<file path="src/rtl/vpd_pkg.sv">
package vpd_pkg;

  typedef enum logic [3:0] {
    S_IDLE, S_CHK, S_PIPE, S_ACK, S_ACKCLR, S_LPI, S_BR1, S_BR2, S_OFF
  } state_e;

  typedef struct packed {
    logic       clrOuts;
    logic       clrTimer;
    logic       slowTimer;
    logic       pipeClr;
    logic       pipeInc;
    logic       clkRun;
    logic       reqSet;
    logic       reqClr;
    logic       lpiSet;
    logic       brWr;
    logic [1:0] brVal;
    logic       pwrOff;
    logic       doneP;
    logic       errSet;
  } strobe_t;

endpackage

</file>
<file path="src/rtl/vpd_ctrl.sv">
module vpd_ctrl
  import vpd_pkg::*;
(
  input  logic    clk,
  input  logic    rstN,
  input  logic    start,
  input  logic    lpiMode,
  input  logic    coreOn,
  input  logic    clkNonZero,
  input  logic    pipeOk,
  input  logic    lastPipe,
  input  logic    ackAny,
  input  logic    ackNone,
  input  logic    lpiOk,
  input  logic    sample,
  input  logic    expired,
  output strobe_t st
);

  state_e state, stateNext;

  always_ff @(posedge clk or negedge rstN) begin
    if (!rstN) state <= S_IDLE;
    else       state <= stateNext;
  end

  always_comb begin
    st = '0;
    stateNext = state;
    st.slowTimer = (state == S_PIPE);
    unique case (state)
      S_IDLE: begin
        if (start) begin
          st.clrOuts = 1'b1;
          stateNext = S_CHK;
        end
      end
      S_CHK: begin
        if (!coreOn) begin
          stateNext = S_OFF;
        end else begin
          st.clkRun   = clkNonZero;
          st.pipeClr  = 1'b1;
          st.clrTimer = 1'b1;
          stateNext   = S_PIPE;
        end
      end
      S_PIPE: begin
        if (sample && pipeOk) begin
          st.clrTimer = 1'b1;
          if (!lastPipe) begin
            st.pipeInc = 1'b1;
          end else if (lpiMode) begin
            stateNext = S_LPI;
          end else begin
            st.reqSet = 1'b1;
            stateNext = S_ACK;
          end
        end else if (sample && expired) begin
          st.errSet = 1'b1;
          stateNext = S_OFF;
        end
      end
      S_ACK: begin
        if (sample && ackAny) begin
          st.reqClr   = 1'b1;
          st.clrTimer = 1'b1;
          stateNext   = S_ACKCLR;
        end else if (sample && expired) begin
          st.errSet = 1'b1;
          stateNext = S_OFF;
        end
      end
      S_ACKCLR: begin
        if (sample && ackNone) begin
          st.brWr   = 1'b1;
          st.brVal  = 2'b11;
          stateNext = S_BR1;
        end else if (sample && expired) begin
          st.errSet = 1'b1;
          stateNext = S_OFF;
        end
      end
      S_LPI: begin
        if (sample && lpiOk) begin
          st.lpiSet = 1'b1;
          st.brWr   = 1'b1;
          st.brVal  = 2'b11;
          stateNext = S_BR1;
        end else if (sample && expired) begin
          st.errSet = 1'b1;
          stateNext = S_OFF;
        end
      end
      S_BR1: begin
        st.brWr   = 1'b1;
        st.brVal  = 2'b10;
        stateNext = S_BR2;
      end
      S_BR2: begin
        st.brWr   = 1'b1;
        st.brVal  = 2'b00;
        stateNext = S_OFF;
      end
      S_OFF: begin
        st.pwrOff = 1'b1;
        st.doneP  = 1'b1;
        stateNext = S_IDLE;
      end
      default: stateNext = S_IDLE;
    endcase
  end

  // a collapsed core goes straight to power-off
  p_collapsed_skip_r1: assert property (@(posedge clk) disable iff (!rstN)
    (state == S_CHK && !coreOn) |=> (state == S_OFF));

  // an expired wait without its condition leads to power-off next
  p_timeout_off_r7: assert property (@(posedge clk) disable iff (!rstN)
    (state == S_ACK && sample && !ackAny && expired) |=> (state == S_OFF));

endmodule

</file>
<file path="src/rtl/vpd_dp.sv">
module vpd_dp
  import vpd_pkg::*;
#(
  parameter int NPIPE     = 2,
  parameter int IDLE_POLL = 2000,
  parameter int IDLE_TO   = 20000,
  parameter int HS_POLL   = 200,
  parameter int HS_TO     = 2000
) (
  input  logic             clk,
  input  logic             rstN,
  input  logic             tick,
  input  logic [NPIPE-1:0] pipeIdle,
  input  strobe_t          st,
  output logic             sample,
  output logic             expired,
  output logic             pipeOk,
  output logic             lastPipe,
  output logic             clkRunWr,
  output logic [1:0]       nocRstReq,
  output logic             lpiReq,
  output logic [1:0]       bridgeRst,
  output logic             pwrOffReq,
  output logic             done,
  output logic             err
);

  localparam int MAX_TO   = (IDLE_TO > HS_TO) ? IDLE_TO : HS_TO;
  localparam int MAX_POLL = (IDLE_POLL > HS_POLL) ? IDLE_POLL : HS_POLL;
  localparam int EL_W     = $clog2(MAX_TO + 2);
  localparam int PC_W     = $clog2(MAX_POLL + 1);
  localparam int PI_W     = (NPIPE > 1) ? $clog2(NPIPE) : 1;

  logic [EL_W-1:0] elapsed;
  logic [PC_W-1:0] pollCnt;
  logic            fresh;
  logic [PI_W-1:0] pipeIdx;
  logic [PC_W-1:0] pollLast;
  logic [EL_W:0]   curTo;
  logic [EL_W:0]   elapsedNext;
  logic            pollDue;
  logic            pipeSel [NPIPE];

  assign pollLast    = st.slowTimer ? PC_W'(IDLE_POLL - 1) : PC_W'(HS_POLL - 1);
  assign curTo       = st.slowTimer ? (EL_W+1)'(IDLE_TO) : (EL_W+1)'(HS_TO);
  assign elapsedNext = {1'b0, elapsed} + (EL_W+1)'(tick);
  assign pollDue     = tick && (pollCnt == pollLast);
  assign sample      = fresh || pollDue;
  assign expired     = elapsedNext >= curTo;

  always_ff @(posedge clk or negedge rstN) begin
    if (!rstN) begin
      elapsed <= '0;
      pollCnt <= '0;
      fresh   <= 1'b0;
    end else if (st.clrTimer) begin
      elapsed <= '0;
      pollCnt <= '0;
      fresh   <= 1'b1;
    end else begin
      fresh <= 1'b0;
      if (tick) begin
        if ({1'b0, elapsed} < curTo) elapsed <= elapsed + 1'b1;
        pollCnt <= pollDue ? '0 : pollCnt + 1'b1;
      end
    end
  end

  generate
    for (genvar g = 0; g < NPIPE; g++) begin : g_pipe
      assign pipeSel[g] = pipeIdle[g];
    end
  endgenerate

  assign pipeOk   = pipeSel[pipeIdx];
  assign lastPipe = (pipeIdx == PI_W'(NPIPE - 1));

  always_ff @(posedge clk or negedge rstN) begin
    if (!rstN)           pipeIdx <= '0;
    else if (st.pipeClr) pipeIdx <= '0;
    else if (st.pipeInc) pipeIdx <= pipeIdx + 1'b1;
  end

  always_ff @(posedge clk or negedge rstN) begin
    if (!rstN) begin
      clkRunWr  <= 1'b0;
      nocRstReq <= 2'b00;
      lpiReq    <= 1'b0;
      bridgeRst <= 2'b00;
      pwrOffReq <= 1'b0;
      done      <= 1'b0;
      err       <= 1'b0;
    end else begin
      clkRunWr <= st.clkRun;
      done     <= st.doneP;
      if (st.clrOuts || st.reqClr) nocRstReq <= 2'b00;
      else if (st.reqSet)          nocRstReq <= 2'b11;
      if (st.clrOuts)     lpiReq <= 1'b0;
      else if (st.lpiSet) lpiReq <= 1'b1;
      if (st.clrOuts)   bridgeRst <= 2'b00;
      else if (st.brWr) bridgeRst <= st.brVal;
      if (st.clrOuts)     pwrOffReq <= 1'b0;
      else if (st.pwrOff) pwrOffReq <= 1'b1;
      if (st.clrOuts)     err <= 1'b0;
      else if (st.errSet) err <= 1'b1;
    end
  end

  // bridge release steps follow each other on consecutive cycles
  p_bridge_step1_r6: assert property (@(posedge clk) disable iff (!rstN)
    (bridgeRst == 2'b11) |=> (bridgeRst == 2'b10));
  p_bridge_step2_r6: assert property (@(posedge clk) disable iff (!rstN)
    (bridgeRst == 2'b10) |=> (bridgeRst == 2'b00));

  // clock-run write is a single pulse
  p_clkrun_pulse_r2: assert property (@(posedge clk) disable iff (!rstN)
    clkRunWr |=> !clkRunWr);

  // done lasts one cycle
  p_done_pulse_r9: assert property (@(posedge clk) disable iff (!rstN)
    done |=> !done);

  // an error flag comes just ahead of the power-off request
  p_err_leads_off_r7: assert property (@(posedge clk) disable iff (!rstN)
    $rose(err) |=> (pwrOffReq && done));

  // pipe index never leaves its range
  p_pipe_range_r3: assert property (@(posedge clk) disable iff (!rstN)
    (int'(pipeIdx) < NPIPE));

endmodule

</file>
<file path="src/rtl/vpd_seq.sv">
module vpd_seq
  import vpd_pkg::*;
#(
  parameter int NPIPE     = 2,
  parameter int CFG_W     = 32,
  parameter int IDLE_POLL = 2000,
  parameter int IDLE_TO   = 20000,
  parameter int HS_POLL   = 200,
  parameter int HS_TO     = 2000
) (
  input  logic             clk,
  input  logic             rstN,
  input  logic             start,
  input  logic             lpiMode,
  input  logic             tick,
  input  logic             coreOn,
  input  logic [CFG_W-1:0] clkCfg,
  input  logic [NPIPE-1:0] pipeIdle,
  input  logic [1:0]       nocAck,
  input  logic             lpiStat,
  output logic             clkRunWr,
  output logic [1:0]       nocRstReq,
  output logic             lpiReq,
  output logic [1:0]       bridgeRst,
  output logic             pwrOffReq,
  output logic             done,
  output logic             err
);

  strobe_t st;
  logic sample, expired, pipeOk, lastPipe;

  vpd_ctrl ctrl_i (
    .clk        (clk),
    .rstN       (rstN),
    .start      (start),
    .lpiMode    (lpiMode),
    .coreOn     (coreOn),
    .clkNonZero (|clkCfg),
    .pipeOk     (pipeOk),
    .lastPipe   (lastPipe),
    .ackAny     (|nocAck),
    .ackNone    (nocAck == 2'b00),
    .lpiOk      (lpiStat),
    .sample     (sample),
    .expired    (expired),
    .st         (st)
  );

  vpd_dp #(
    .NPIPE     (NPIPE),
    .IDLE_POLL (IDLE_POLL),
    .IDLE_TO   (IDLE_TO),
    .HS_POLL   (HS_POLL),
    .HS_TO     (HS_TO)
  ) dp_i (
    .clk       (clk),
    .rstN      (rstN),
    .tick      (tick),
    .pipeIdle  (pipeIdle),
    .st        (st),
    .sample    (sample),
    .expired   (expired),
    .pipeOk    (pipeOk),
    .lastPipe  (lastPipe),
    .clkRunWr  (clkRunWr),
    .nocRstReq (nocRstReq),
    .lpiReq    (lpiReq),
    .bridgeRst (bridgeRst),
    .pwrOffReq (pwrOffReq),
    .done      (done),
    .err       (err)
  );

  // the request only drops after an acknowledge was seen
  p_req_drop_r4: assert property (@(posedge clk) disable iff (!rstN)
    ($fell(nocRstReq[0]) && !done) |-> $past(|nocAck));

  // the low-power request only rises after the ready flag
  p_lpi_after_stat_r5: assert property (@(posedge clk) disable iff (!rstN)
    $rose(lpiReq) |-> $past(lpiStat));

endmodule

</file>
<file path="config.mk">
export PLATFORM = sky130hd
export DESIGN_NAME = vpd_seq
export DESIGN_NICKNAME = d
export VERILOG_FILES = /design/src/rtl/vpd_pkg.sv /design/src/rtl/vpd_ctrl.sv /design/src/rtl/vpd_dp.sv /design/src/rtl/vpd_seq.sv
export SDC_FILE = /design/constraint.sdc
export NUM_CORES = 1
export LEC_CHECK = 0
export ABC_AREA = 1
export BUFFER_PORTS_ARGS = -buffer_cell sky130_fd_sc_hd__buf_2
export CAP_MARGIN = 20
export CELL_PAD_IN_SITES_DETAIL_PLACEMENT = 1
export CELL_PAD_IN_SITES_GLOBAL_PLACEMENT = 2
export CORE_MARGIN = 2
export CORE_UTILIZATION = 34
export DETAILED_ROUTE_END_ITERATION = 8
export PLACE_DENSITY = 0.92
export SLEW_MARGIN = 0
export SYNTH_ARGS = -nofsm -noshare
export SYNTH_HDL_FRONTEND = slang
export SYNTH_SLANG_ARGS = --single-unit
export TNS_END_PERCENT = 5
</file>
<file path="constraint.sdc">
create_clock -name clk -period 3.7 [get_ports clk]
set_input_delay 0.74 -clock clk [delete_from_list [all_inputs] [get_ports clk]]
set_output_delay 0.74 -clock clk [all_outputs]
set_load 0.02 [all_outputs]
</file>
# After elaboration in Yosys (flattened, before gate mapping)
# Cells that the tools add are included.
# word_totals
ff_bits,41
in_bits,43
output_inout_bits,9
wordCells,115
# classes
n_addsub,4
n_lt_le_gt_ge,3
eq_ne,11
muxes,62
bitwise,1
n_reduce_logical,22
# ops
cell,n
$mux 15,4
$mux 11,4
$mux 4,9
$mux 1,34
$pmux 4 s8,1
$reduce_or 32->1,1
$add 15x1->16,1
$eq 4x3->1 const B,4
$ge 16x16->1,1
$lt 15x16->1,1
$reduce_bool 2->1,8
$add 15x1->15 const B,1
$pmux 3 s4,1
$add 11x1->11 const B,1
$eq 11x11->1,1
$mux 2,5
$eq 4x2->1 const B,2
$logic_and 1x1->1,6
$mux 3,2
$eq 4x1->1 const B,1
$eq 4x4->1 const B,1
$logic_not 4->1,1
$pmux 1 s4,1
$reduce_and 2->1,2
other kinds (9),10

# Depth between registers and ports, before layout
# depth
depth_word,11
depth_mapped,21
mapped_depth_nobuf,21

# Hierarchy
# From an unflattened synthesis, not the netlist that was laid out.
# unflattened
hier_cells,488
hier_area_um2,3367.0
# modules_own_cells
mod,instances,cells_per_inst,area_each_um2,seq_area_each_um2
vpd_dp,1,350,2630.0,900.9
vpd_ctrl,1,91,550.5,100.1
vpd_seq,1,47,186.4,0.0

# Least setup slack after synthesis
# Ideal clock, no wire load.
# synth_timing
path_type,input to register
from,input port tick
to,register ctrl_i.state[1]
setup_ns,0.118
arrival_time_ns,2.611
required_ns,3.582
path_slack_ns,0.971
stages,21
path_buffers,0
cell_sequence,ha_1 -> ha_1 -> nand3_1 -> nor2_1 -> xor2_1 -> ha_1 -> nand4_1 -> nor2_1 -> nand2_1 -> nand2_1 -> nand2_1 -> nand2_1 -> nand2_1 -> nand2_1 -> nand2_1 -> nand2_1 -> nand2_1 -> nand2_1 -> nand2_1 -> nand2_1 -> nand2_1
# synth_via
elab_chain_cells,6
word_cells_on_any_way,17
classes_between,add/sub: 1; order compare: 1; eq/ne: 1; mux: 6; reduce/logical: 8
# synth_rtl
element,line,source
"start, declared",vpd_seq.sv:15,"input logic tick,"
$add 15x1->16 / $logic_and 1x1->1 (equally long branches),"vpd_dp.sv:46, vpd_dp.sv:47",
$ge 16x16->1 / $logic_or 1x1->1 (equally long branches),"vpd_dp.sv:49, vpd_dp.sv:48",
$logic_and 1x1->1,--,
$mux 4,--,
$mux 4 (on tied branches),--,
$pmux 4 s8,vpd_ctrl.sv:31,unique case (state)
"end signal, assigned",vpd_ctrl.sv:24,else state <= stateNext;
"end, declared",vpd_ctrl.sv:20,"state_e state, stateNext;"
# Parallel ways exist; a longest one is shown, timed or not.
# A chain may end at the register's enable or synchronous reset.

# Final worst setup path
# Same ends and word-level chain as after synthesis.

==> metrics.txt <==
share of cells above drive strength 1 16.9%; Mean Syn Cell Area 7.31 µm²; Post-Place Setup Slack 0.546 ns; sequential cell area fraction in the yosys report 34.5%; largest family of logic cells by synthesized area simple AND/OR/NAND/NOR gates; diode count 0; final hold viol count 0; critical path type in2reg; first-pass iteration count of the detailed router 4; max-cap viol count 0; RSZ-0062 raised after global routing false; Initial Utilization 35.2%; VDD IR max 0.209 mV; First DRT Iteration DRCs 79; Filler Cell Count 1081; simple-gate area share of the yosys netlist 35.7%; clk_skew 0.00601 ns; CTS Hold Bufs 0; # resized after CTS 0; WL per Instance 15.1 µm; vias per cell 5.07; Worst-Margin Slew 0.946 ns; input/output buffers 51; HP Class reg2reg; vias in the first global route 2911; CP endpoint kind flip-flop; Final min period 2.89 ns; CTS Buffer Depth 2; Area growth syn-to-layout 15.9%; DRC viols 0; Die Area 0.00930 mm²; LEAKAGE 1.64 nW; worst-path cell chain buf_2 -> ha_1 -> nand3_1 -> nor2_1 -> xor2_1 -> ha_1 -> inv_1 -> o21bai_1 -> a21boi_0 -> nand2_1 -> nand2_1 -> nand2_1 -> nand2_1 -> nand2_1 -> nand2_1 -> nand2_1 -> nand2_1 -> nand2_1 -> nand2_1 -> nand2_1 -> nand2_1; xor/xnor cell area share of the yosys netlist 5.73%; most frequent cell on the critical path nand2_1; CP startpoint kind input pin; Reg clk slew, reported paths 0.09 ns; relative slew slack 36.9%; Post-CTS Setup Bufs 0; Worst EP arrival 3.08 ns; first-pass GRT wire length 13.9 mm; Congestion Overflow GR 0; dpl cells 547; Clock Sinks 40; largest net degree at the start of global routing 41; pins over their slew limit 0; setup violators final 0; gr usage total 19.4%; core area 0.00826 mm²; post-synthesis adder-cell area fraction 7.32%; total wire length 8.37 mm; CTS tree done; CTS root buf clkbuf_8; final setup TNS 0 ns; latest clock arrival within the worst-skew pair 0.30 ns; post-DP HPWL 6.72 mm; die width 96.4 µm; Final WS setup 0.810 ns; std cell rows 33; mux contribution to synthesized area 0%; H-tree levels 2; Routed Antenna Nets 0; fin crit share 78.1%; critical path's slowest cell nor2_1; final cell count without fillers 555; worst hold margin 0.482 ns; RePlAce Congestion 0.854; synth unique cells 37; synthesized cell area 0.00290 mm²; Req. time, crit path 3.89 ns; number of synthesized register bits 40; initial antenna violation count 0; vias 2816; Final #Nets 509; worst stage delay on the critical path 0.34 ns; status completed; total CTS buffers 5; fmax 0.346 GHz; Pwr Density 515 mW/mm²; YS warnings 0; DIE HEIGHT 96.4 µm; compound-gate portion of the synthesized area 8.53%; cells after synthesis 397; Max Fanout on Critical Path 8; Mapped Nets 457; I/O pins 52
path summary, 6_finish.rpt:
path                            startpoint              end  slack, ns  cells after the start
max reg2reg                dp_i.elapsed[4]  ctrl_i.state[1]       0.96                     19
min reg2reg                 dp_i.pwrOffReq   dp_i.pwrOffReq       0.48                      1
max                                   tick  ctrl_i.state[1]       0.81                     21
min in group asynchronous             rstN  dp_i.elapsed[7]       0.58                      1
min                         dp_i.pwrOffReq   dp_i.pwrOffReq       0.48                      1
max in group asynchronous             rstN  dp_i.elapsed[4]       2.53                      1
power by group:
group | switching, mW | total, mW | internal [mW]
clock network | 0.173 | 0.394 | 0.221
registers | 0.104 | 0.636 | 0.532
logic | 0.469 | 0.702 | 0.233
layer usage:
layer	GRT usage (%)	up-vias	part of all wire, %
met5	0	-	0
met4	5.75	0	1.3
met3	2.87	9	2.2
met2	33.3	30	50
met1	25.2	1361	46
li1	-	1416	-
logic make-up after synthesis:
kind of cell,count (synthesis)
and+or+nand+nor,224
buffers and inverters,55
AOI/OAI and AO/OA,42
DFF,40
xor gates and xnor gates,19
adders and majority gates,17
cells in the final DEF, fill, tap and decap left out, types with 3 or more instances in the layout:
master    instances
nand4_1           7
buf_2            51
xnor2_1           4
a21oi_1          14
ha_1             17
nor2_1           50
nand3_2           3
nand3_1          42
o21ai_0          14
nand2_1          89
xor2_1           15
nor4_1            9
nor3_1           13
dfrtp_1          40
inv_1            45
clkbuf_8          6
layout make-up:
type	instances	area, µm²	area share (%)
repair buffers	52	263	7.81
clock buffers	6	82.6	2.45
clock inverters	2	38.8	1.15
inverters	48	185	5.50
multi-input cells	302	1660	49.4
well taps	105	131	3.90
flip-flops and latches	40	1000	29.8
per-stage QoR:
| step | cell area (µm²) | utilization (%) | total power, mW |
|---|---|---|---|
| after CTS | 3360 | 40.7 | 1.76 |
| after global routing | 3360 | 40.7 | 1.89 |
| after global placement | 3240 | 39.3 | 1.33 |
| after floorplan | 2900 | - | 1.15 |
| final | 3360 | 40.7 | 1.73 |
| after detailed placement | 3240 | 39.3 | 1.35 |
sequential cells by signal, indices dropped and copies added (netlist names), 2 cells and up:
name and cells:
dp_i.elapsed 15, dp_i.pollCnt 11, ctrl_i.state 4, dp_i.bridgeRst 2
cells in the mapped netlist, drive strengths merged:
| library cell | instances | area share (%) |
|---|---|---|
| a2111oi | 1 | 0.30 |
| a21o | 1 | 0.26 |
| o31ai | 1 | 0.26 |
| buf | 7 | 1.9 |
| o21ai | 15 | 2.6 |
| a21oi | 16 | 3.0 |
| inv | 48 | 6.4 |
| ha | 17 | 7.3 |
| dfrtp | 40 | 34 |
| o21bai | 2 | 0.52 |
| nor4 | 9 | 1.9 |
| nor2 | 50 | 6.5 |
| a311oi | 1 | 0.30 |
| o211ai | 2 | 0.52 |
| a211oi | 1 | 0.26 |
| nand4 | 7 | 1.5 |
| nand3 | 47 | 9.5 |
| xor2 | 15 | 4.5 |
| nand2 | 91 | 12 |
| nor3b | 3 | 0.95 |
| a21boi | 2 | 0.52 |
| or2 | 2 | 0.43 |
| xnor2 | 4 | 1.2 |
| and3 | 1 | 0.22 |
| nor3 | 14 | 2.6 |
worst max-delay path: cells and delay by family:
family	cells	cell delay, ns
AO/OA/AOI/OAI	2	0.28
XOR/XNOR	1	0.12
adder cells (fa/ha/maj)	2	0.53
buffers and inverters	2	0.22
AND/OR/NAND/NOR	14	1.19
(Power assumes the default switching activity.)
